`src/rtl/seqctr_pkg.sv`:
```
package seqctr_pkg;

    typedef enum logic [1:0] {
        SEQ_FOLD   = 2'b00,
        SEQ_OFFSET = 2'b01,
        SEQ_TRUNC  = 2'b10,
        SEQ_MOD6   = 2'b11
    } seq_mode_e;

    typedef struct packed {
        logic up;
        logic load;
    } core_ctl_t;

endpackage

```
`src/rtl/seqctr_updown.sv`:
```
module seqctr_updown #(
    parameter int W = 4
) (
    input  logic         clk,
    input  logic         rst,
    input  logic [W-1:0] rst_val,
    input  logic         up,
    input  logic         load,
    input  logic [W-1:0] din,
    output logic [W-1:0] q,
    output logic         tc
);

    localparam logic [W-1:0] ONE = W'(1);

    logic [W-1:0] q_next;

    always_comb begin
        if (load)
            q_next = din;
        else if (up)
            q_next = q + ONE;
        else
            q_next = q - ONE;
    end

    always_ff @(posedge clk) begin
        if (rst)
            q <= rst_val;
        else
            q <= q_next;
    end

    // Terminal count: top of range when counting up, zero when counting down.
    assign tc = up ? (&q) : ~(|q);

    assert_core_up_R3: assert property (@(posedge clk) disable iff (rst)
        (!load && up) |=> (q == $past(q) + ONE));

    assert_core_down_R3: assert property (@(posedge clk) disable iff (rst)
        (!load && !up) |=> (q == $past(q) - ONE));

    assert_core_load_R4: assert property (@(posedge clk) disable iff (rst)
        load |=> (q == $past(din)));

endmodule

```
`src/rtl/seqctr_feedback.sv`:
```
module seqctr_feedback
    import seqctr_pkg::*;
#(
    parameter int W          = 4,
    parameter int WRAP_BASE  = 6,
    parameter int TRUNC_LAST = 12,
    parameter int RING_LEN   = 6
) (
    input  seq_mode_e    mode,
    input  logic [W-1:0] q,
    input  logic         tc,
    output logic         up,
    output logic         load,
    output logic [W-1:0] din,
    output logic [W-1:0] rst_val
);

    localparam int SUB_W = $clog2(RING_LEN);
    localparam int HALF  = 1 << (W - 1);
    localparam logic [W-1:0]     FOLD_FIRST = W'(HALF - 1);
    localparam logic [W-1:0]     WRAP_VAL   = W'(WRAP_BASE);
    localparam logic [W-1:0]     TRUNC_VAL  = W'(TRUNC_LAST);
    localparam logic [SUB_W-1:0] RING_LASTV = SUB_W'(RING_LEN - 1);

    logic [SUB_W-1:0] ring_lo;
    logic [SUB_W-1:0] ring_inc;
    logic             ring_hi_set;
    logic             ring_end;
    core_ctl_t        ctl;

    assign ring_lo     = q[SUB_W-1:0];
    assign ring_hi_set = |q[W-1:SUB_W];
    assign ring_end    = (ring_lo >= RING_LASTV);
    assign ring_inc    = ring_end ? '0 : ring_lo + SUB_W'(1);

    always_comb begin
        ctl     = '{up: 1'b1, load: 1'b0};
        din     = '0;
        rst_val = '0;
        unique case (mode)
            SEQ_FOLD: begin
                ctl.up   = q[W-1];
                ctl.load = tc;
                din      = {~q[W-1], q[W-2:0]};
                rst_val  = FOLD_FIRST;
            end
            SEQ_OFFSET: begin
                ctl.load = tc;
                din      = WRAP_VAL;
                rst_val  = WRAP_VAL;
            end
            SEQ_TRUNC: begin
                ctl.load = (q == TRUNC_VAL);
                din      = '0;
                rst_val  = '0;
            end
            SEQ_MOD6: begin
                ctl.load = ring_hi_set | ring_end;
                din      = {{(W-SUB_W){1'b0}}, ring_inc};
                rst_val  = '0;
            end
            default: begin
                ctl     = '{up: 1'b1, load: 1'b0};
                din     = '0;
                rst_val = '0;
            end
        endcase
    end

    assign up   = ctl.up;
    assign load = ctl.load;

    always_comb begin
        if (mode == SEQ_MOD6)
            assert_ring_data_R8: assert (din < W'(RING_LEN));
    end

endmodule

```
`src/rtl/modal_seq_counter.sv`:
```
module modal_seq_counter
    import seqctr_pkg::*;
#(
    parameter int W          = 4,
    parameter int WRAP_BASE  = 6,
    parameter int TRUNC_LAST = 12,
    parameter int RING_LEN   = 6
) (
    input  logic         clk,
    input  logic         rst,
    input  logic [1:0]   mode,
    output logic [W-1:0] q
);

    localparam int ENTRY_LIMIT = 1 << W;
    localparam int CNT_W       = $clog2(ENTRY_LIMIT) + 1;
    localparam int HALF        = 1 << (W - 1);
    localparam logic [W-1:0] TOPV = {W{1'b1}};

    seq_mode_e    mode_e;
    logic         c_up;
    logic         c_load;
    logic         c_tc;
    logic [W-1:0] c_din;
    logic [W-1:0] c_rst_val;

    assign mode_e = seq_mode_e'(mode);

    seqctr_feedback #(
        .W(W), .WRAP_BASE(WRAP_BASE), .TRUNC_LAST(TRUNC_LAST), .RING_LEN(RING_LEN)
    ) u_feedback (
        .mode    (mode_e),
        .q       (q),
        .tc      (c_tc),
        .up      (c_up),
        .load    (c_load),
        .din     (c_din),
        .rst_val (c_rst_val)
    );

    seqctr_updown #(.W(W)) u_core (
        .clk     (clk),
        .rst     (rst),
        .rst_val (c_rst_val),
        .up      (c_up),
        .load    (c_load),
        .din     (c_din),
        .q       (q),
        .tc      (c_tc)
    );

    // Entry-window monitor for the checks below.
    logic             in_cycle;
    logic [CNT_W-1:0] stray_cnt;
    logic [1:0]       mode_q;
    logic             rst_q;

    always_comb begin
        unique case (mode_e)
            SEQ_FOLD:   in_cycle = 1'b1;
            SEQ_OFFSET: in_cycle = (q >= W'(WRAP_BASE));
            SEQ_TRUNC:  in_cycle = (q <= W'(TRUNC_LAST));
            SEQ_MOD6:   in_cycle = (q <  W'(RING_LEN));
            default:    in_cycle = 1'b1;
        endcase
    end

    always_ff @(posedge clk) begin
        mode_q <= mode;
        rst_q  <= rst;
        if (rst || (mode != mode_q) || in_cycle)
            stray_cnt <= '0;
        else if (stray_cnt != {CNT_W{1'b1}})
            stray_cnt <= stray_cnt + CNT_W'(1);
    end

    always_ff @(posedge clk) begin
        if (rst_q === 1'b1) begin
            assert_reset_start_R1: assert (q == ((mode_q == 2'b00) ? W'(HALF - 1) :
                                                 (mode_q == 2'b01) ? W'(WRAP_BASE) : W'(0)));
        end
    end

    assert_fold_floor_R4: assert property (@(posedge clk) disable iff (rst)
        (mode == 2'b00 && q == '0) |=> (q == W'(HALF)));

    assert_fold_ceiling_R4: assert property (@(posedge clk) disable iff (rst)
        (mode == 2'b00 && q == TOPV) |=> (q == W'(HALF - 1)));

    assert_fold_descend_R3: assert property (@(posedge clk) disable iff (rst)
        (mode == 2'b00 && q != '0 && !q[W-1]) |=> (q == $past(q) - W'(1)));

    assert_wrap_base_R5: assert property (@(posedge clk) disable iff (rst)
        (mode == 2'b01 && q == TOPV) |=> (q == W'(WRAP_BASE)));

    assert_trunc_last_R6: assert property (@(posedge clk) disable iff (rst)
        (mode == 2'b10 && q == W'(TRUNC_LAST)) |=> (q == '0));

    assert_ring_range_R7: assert property (@(posedge clk) disable iff (rst)
        (mode == 2'b11) |=> (q < W'(RING_LEN)));

    assert_ring_recover_R8: assert property (@(posedge clk) disable iff (rst)
        (mode == 2'b11 && q[2:1] == 2'b11) |=> (q == '0));

    assert_entry_window_R9: assert property (@(posedge clk) disable iff (rst)
        stray_cnt < CNT_W'(ENTRY_LIMIT));

endmodule

```
`config.mk`:
```
export PLATFORM = sky130hd
export DESIGN_NAME = modal_seq_counter
export DESIGN_NICKNAME = d
export VERILOG_FILES = /design/src/rtl/seqctr_pkg.sv /design/src/rtl/seqctr_updown.sv /design/src/rtl/seqctr_feedback.sv /design/src/rtl/modal_seq_counter.sv
export SDC_FILE = /design/constraint.sdc
export NUM_CORES = 1
export LEC_CHECK = 0
export ABC_CLOCK_PERIOD_IN_PS = 2440
export BUFFER_PORTS_ARGS = -buffer_cell sky130_fd_sc_hd__buf_2
export CORE_AREA = 2 2 39 41
export DETAILED_ROUTE_END_ITERATION = 12
export DIE_AREA = 0 0 41 43
export GPL_ROUTABILITY_DRIVEN = 0
export GPL_TIMING_DRIVEN = 1
export PLACE_DENSITY = 0.6
export SLEW_MARGIN = 10
export SYNTH_ARGS = -nofsm -noshare
export SYNTH_HDL_FRONTEND = slang
export SYNTH_SLANG_ARGS = --single-unit
```
`constraint.sdc`:
```
create_clock -name clk -period 2.44 [get_ports clk]
set_clock_uncertainty 0.2 [all_clocks]
set_input_delay 0.122 -clock clk [delete_from_list [all_inputs] [get_ports clk]]
set_output_delay 0.122 -clock clk [all_outputs]
set_load 0.02 [all_outputs]
```
== Yosys cells after proc, flatten, opt, wreduce, memory -nomap -nowiden ==
Index checks and enable logic that the tools add are counted.

* ROM bits: 0
* Output and inout port bits: 4
* Input port bits: 4
* Latch bits: 0
* Logic and storage cells: 28
* RAM bits: 0
* Flip-flop bits (word level): 4
* Memories: 0

* Multiply operators: 0
* Magnitude comparators: 1
* Shifts and indexed selects: 0
* Reductions and logical operators: 5
* Div/mod/pow operators: 0
* Equality and inequality tests: 5
* Bitwise operators: 3
* Add/subtract/negate cells: 3
* Mux-type cells: 9

{| class="wikitable"
|+ Operators by type and width
! operator !! number
|-
| 4-bit case mux with 4 select lines || 1
|-
| 4-bit two-way mux || 3
|-
| 4-bit case mux with 3 select lines || 1
|-
| 4-bit by 1-bit adder with 4-bit output, second input constant || 1
|-
| 2-bit equality test, second input constant || 2
|-
| 4-bit equality test, second input constant || 1
|-
| 4-bit AND reduction || 1
|-
| 2-bit OR reduction || 2
|-
| 4-bit OR reduction || 1
|-
| 4-bit by 1-bit subtractor with 4-bit output, second input constant || 1
|-
| 3-bit by 1-bit adder with 3-bit output, second input constant || 1
|-
| 3-bit greater-or-equal comparator, second input constant || 1
|-
| 3-bit two-way mux || 1
|-
| 3-bit inequality test, second input constant || 1
|-
| 1-bit case mux with 3 select lines || 1
|-
| 2-bit by 1-bit equality test with 1-bit output, second input constant || 1
|-
| 2-bit logical NOT || 1
|-
| 1-bit two-way mux || 2
|-
| 1-bit NOT || 2
|-
| 1-bit bitwise OR || 1
|}

== Logic depth before layout (Yosys ltp) ==
* Depth after elaboration: 6
* Gate-level depth with buffers: 8
* Mapped depth without buffers: 8

== Hierarchy ==
From an unflattened synthesis, not the netlist that was laid out.

* Cells, all modules: 59
* Area total of the unflattened synthesis: 451.7 µm²

{| class="wikitable"
|+ By module, submodules not included
! module !! times used !! cells each !! area each (µm²) !! seq. area each (µm²)
|-
| seqctr_updown || 1 || 33 || 286.5 || 80.1
|-
| seqctr_feedback || 1 || 26 || 165.2 || 0.0
|}

== Worst setup path after synthesis ==
OpenSTA, ideal clock, no wires.

* Path kind: reg2reg
* From: reg u_core.q[0]
* To: reg u_core.q[3]
* Arrival time: 1953 ps
* Setup time: 74 ps
* Stages on the path, launching flop included: 8
* Clock period less this slack: 2228 ps
* Path slack: 212 ps
* Required time: 2166 ps
* Path through: edfxtp_1 inv_1 ha_1 nor4b_1 a311oi_2 a21oi_2 or4_1 a31oi_1

* Word-level cells in the longest chain between the ends: 6
* Elaborated cells on any way between the ends: 13
* Those cells by class: 2 x add/sub; 1 x order compare; 1 x eq/ne; 5 x mux; 2 x bitwise; 2 x reduce/logical

{| class="wikitable"
|+ RTL lines
! element !! RTL line !! text
|-
| from (decl) || seqctr_updown.sv:10 || <nowiki>output logic [W-1:0] q,</nowiki>
|-
| from (signal assigned) || seqctr_updown.sv:29 || <nowiki>q <= rst_val;</nowiki>
|-
| from (signal assigned) || seqctr_updown.sv:31 || <nowiki>q <= q_next;</nowiki>
|-
| branches (longest 4 deep; another with 3-bit greater-or-equal comparator) || - ||
|-
| 4-bit two-way mux * || seqctr_updown.sv:19 || <nowiki>if (load)</nowiki>
|-
| 4-bit two-way mux * || seqctr_updown.sv:28 || <nowiki>if (rst)</nowiki>
|}

Mark *: on every way between the ends.
A chain may end at the register's enable or synchronous reset.

== Worst setup path after layout ==
* From: reg u_core.q[0]
* To: reg u_core.q[1], data pin

* Word-level cells in the longest chain between the ends: 6
* Elaborated cells on any way between the ends: 16
* Those cells by class: 3 x add/sub; 1 x order compare; 1 x eq/ne; 7 x mux; 2 x bitwise; 2 x reduce/logical

{| class="wikitable"
|+ RTL lines
! element !! RTL line
|-
| branches (longest 4 deep; another with 3-bit by 1-bit adder with 3-bit output) || -
|-
| 4-bit two-way mux * || seqctr_updown.sv:19
|-
| 4-bit two-way mux * || seqctr_updown.sv:28
|}

Marks and branches as above.

==> summary.md <==
| Metric | Value |
|---|---|
| Status | finished clean |
| Max incr delay on CP | 0.48 ns |
| Yosys warns | 0 |
| Gr ovfl total | 0 |
| Cell Area, Synth | 427 um^2 |
| Met1 global-route usage | 17.7% |
| CP required | 2.22 ns |
| H-tree levels | 1 |
| Min cycle time layout | 2.24 ns |
| Post-Route WL | 933 um |
| Max FO, Critical Path | 7 |
| Port bufs | 7 |
| Post-CTS Resized | 0 |
| Iter 0 DRT Violations | 8 |
| Area contributors post-synth | edfxtp_1, ha_1, mux2i_1 |
| Worst EP arrival | 2.02 ns |
| Top cell type's share of synthesized area | 21.1% |
| Worst path bufs/invs | 1 |
| Final Hold Vio Count | 0 |
| Post-Place Cells | 70 |
| Worst Hold Class | input pin to flop |
| Post-DR vias/cell | 5.05 |
| Worst-Skew Late Latency | 0.24 ns |
| P_int | 233 uW |
| Comb power frac | 45.3% |
| Grt met3 use | 1.57% |
| Core area | 0.00138 mm^2 |
| First-pass GRT wire length | 1450 um |
| Pre-antenna DRT Iters | 4 |
| Final setup fails | 0 |
| Final Net Count | 68 |
| Peak Freq | 0.446 GHz |
| Initial Util | 30.8% |
| GR peak layer | met1 |
| Share of cells above drive strength 1 | 28.8% |
| Netlist cell types | 29 |
| Regs by FF count | u_core.q x4 |
| Cell family with most CP delay | flip-flops |
| Die Wd | 41 um |
| Row count | 14 |
| Most common library cells after synthesis | ha_1, nor2_1, a21o_1, edfxtp_1, mux2i_1 |
| Max Cap Viol | 0 |
| Largest register FFs | 4 |
| EDFF count, synth | 3 |
| Net count after synthesis | 54 |
| CTS tree | built |
| Post-synth ARST share | 0% |
| Hold Path Origin | mode[1] |
| Number of remaining DRC errors | 0 |
| P_leak | 0.000230 uW |
| RSZ-0062 raised after global routing | no |
| Total GRT Usage | 12.7% |
| Register bit total from synthesis | 4 |
| CP startpoint | u_core.q[0] |
| Top reg by flops | u_core.q |
| Via Count | 379 |
| M2 GR Usage | 16.6% |
| Post-Layout Cell Count | 75 |
| Total CTS buffers | 3 |
| Synth area leader | edfxtp_1 |
| Cells along the critical path | inv_1, ha_1, nor4b_1, a311oi_2, a21oi_2, mux2i_1, o22ai_1 |
| Period utilisation layout | 91.8% |
| Post-Synthesis Cells | 46 |
| Vias in the first global route | 336 |
| Layout area overhead | 23.8% |
| Crit path depth | 7 |
| R2R cell count | 7 |
| Initial antenna violation count | 0 |
| Slew HR | 77.3% |
| Die area | 0.00176 mm^2 |
| Slew Viols, Final | 0 |
| CTS Root Cell | clkbuf_4 |
| CP endpoint kind | flop |
| Final TNS setup | 0 ns |
| Worst setup SP type | flop |
| Clock power share | 24.0% |
| Sw frac | 40.1% |
| Seq pwr share | 30.7% |
| Ys flop type | edfxtp_1 |
| Seq/Total Area, Yosys | 25.8% |
| Hold path cells | 2 |
| I/O pin count | 8 |
| Syn Area/Cell | 9.28 um^2 |
| Worst hold slack | 0.0867 ns |
| Reg clk slew, reported paths | 0.04 ns |
| VDD IR max | 172 uV |
| Clock Path Buffers | 2 |
| Largest net degree at the start of global routing | 10 |
| Reg-to-Reg Start | u_core.q[0] |
| DRT antenna net count | 0 |
| Clock tree sinks | 4 |
| DP HPWL | 714 um |
| Critical Path Slowest Stage Cell | edfxtp_1 |
| Die Y | 43 um |
| P_sw | 156 uW |
| Critical path class | flop to flop |
| PwrDens | 736 mW/mm^2 |
| Average routed wire per standard cell | 12.4 um |
| Antenna diodes | 0 |
| Worst-Margin Slew | 0.336 ns |
[layer usage]
metal  wire (um)  vias to the layer above
met5           0                        -
met4           9                        0
met3          16                        2
met2         412                        7
met1         495                      167
li1            -                      203
[layout by cell type, fill, tap and decap left out, types with 3 or more instances in the layout]
cell type / netlist / final
mux2i_1: 3 / 3
nor2_1: 4 / 4
edfxtp_1: 3 / 3
a21o_1: 3 / 3
ha_1: 4 / 4
clkbuf_4: 0 / 3
buf_2: 1 / 7
[power groups by stage]
| stage | Combinational (uW) | Sequential (uW) | Clock [uW] |
|---|---|---|---|
| detailed placement | 175 | 122 | 0 |
| CTS | 177 | 120 | 94.9 |
| finish | 176 | 119 | 93.2 |
| global route | 196 | 124 | 102 |
| floorplan | 116 | 126 | 0 |
| global placement | 175 | 121 | 0 |
[cell type report]
class,instances,area [um^2]
fill,143,856
multi-input combinational,38,300
sequential,4,110
timing repair buffer,10,60.1
clock buffer,4,26.3
tap,16,20.0
inverter,3,11.3
[repair_timing]
action,in CTS,in global routing
buffers inserted,0,0
hold endpoints to repair,1,0
hold buffers,1,0
endpoints found under the setup margin,0,0
[worst paths after layout]
| path | to | slack (ns) |
|---|---|---|
| hold reg to reg | u_core.q[3] | 0.40 |
| setup / recovery | u_core.q[1] | 0.20 |
| setup reg to reg | u_core.q[1] | 0.20 |
| hold / removal | u_core.q[1] | 0.09 |
[cell families (layout without fill, tap and decap cells)]
| family | Yosys count | after routing | synth area share, % |
|---|---|---|---|
| fa+ha+maj | 4 | 4 | 11.7 |
| buf+inv | 4 | 17 | 3.81 |
| mux | 3 | 3 | 7.04 |
| compound gates | 16 | 16 | 29.0 |
| flops | 4 | 4 | 25.8 |
| xor+xnor | 2 | 2 | 4.11 |
| simple gates | 13 | 13 | 18.5 |
[metrics by stage]
stage | total power, uW | instance area [um^2] | worst slack [ns] | util (%)
3_3_place_gp | 296 | 492 | 0.167 | 35.5
5_1_grt | 422 | 528 | 0.0160 | 38.2
2_1_floorplan | 242 | 427 | 0.212 | -
4_1_cts | 392 | 528 | 0.207 | 38.2
6_report | 389 | 528 | 0.200 | 38.2
3_5_place_dp | 297 | 492 | 0.216 | 35.5
Note: power is estimated with default switching activity, not from simulation.
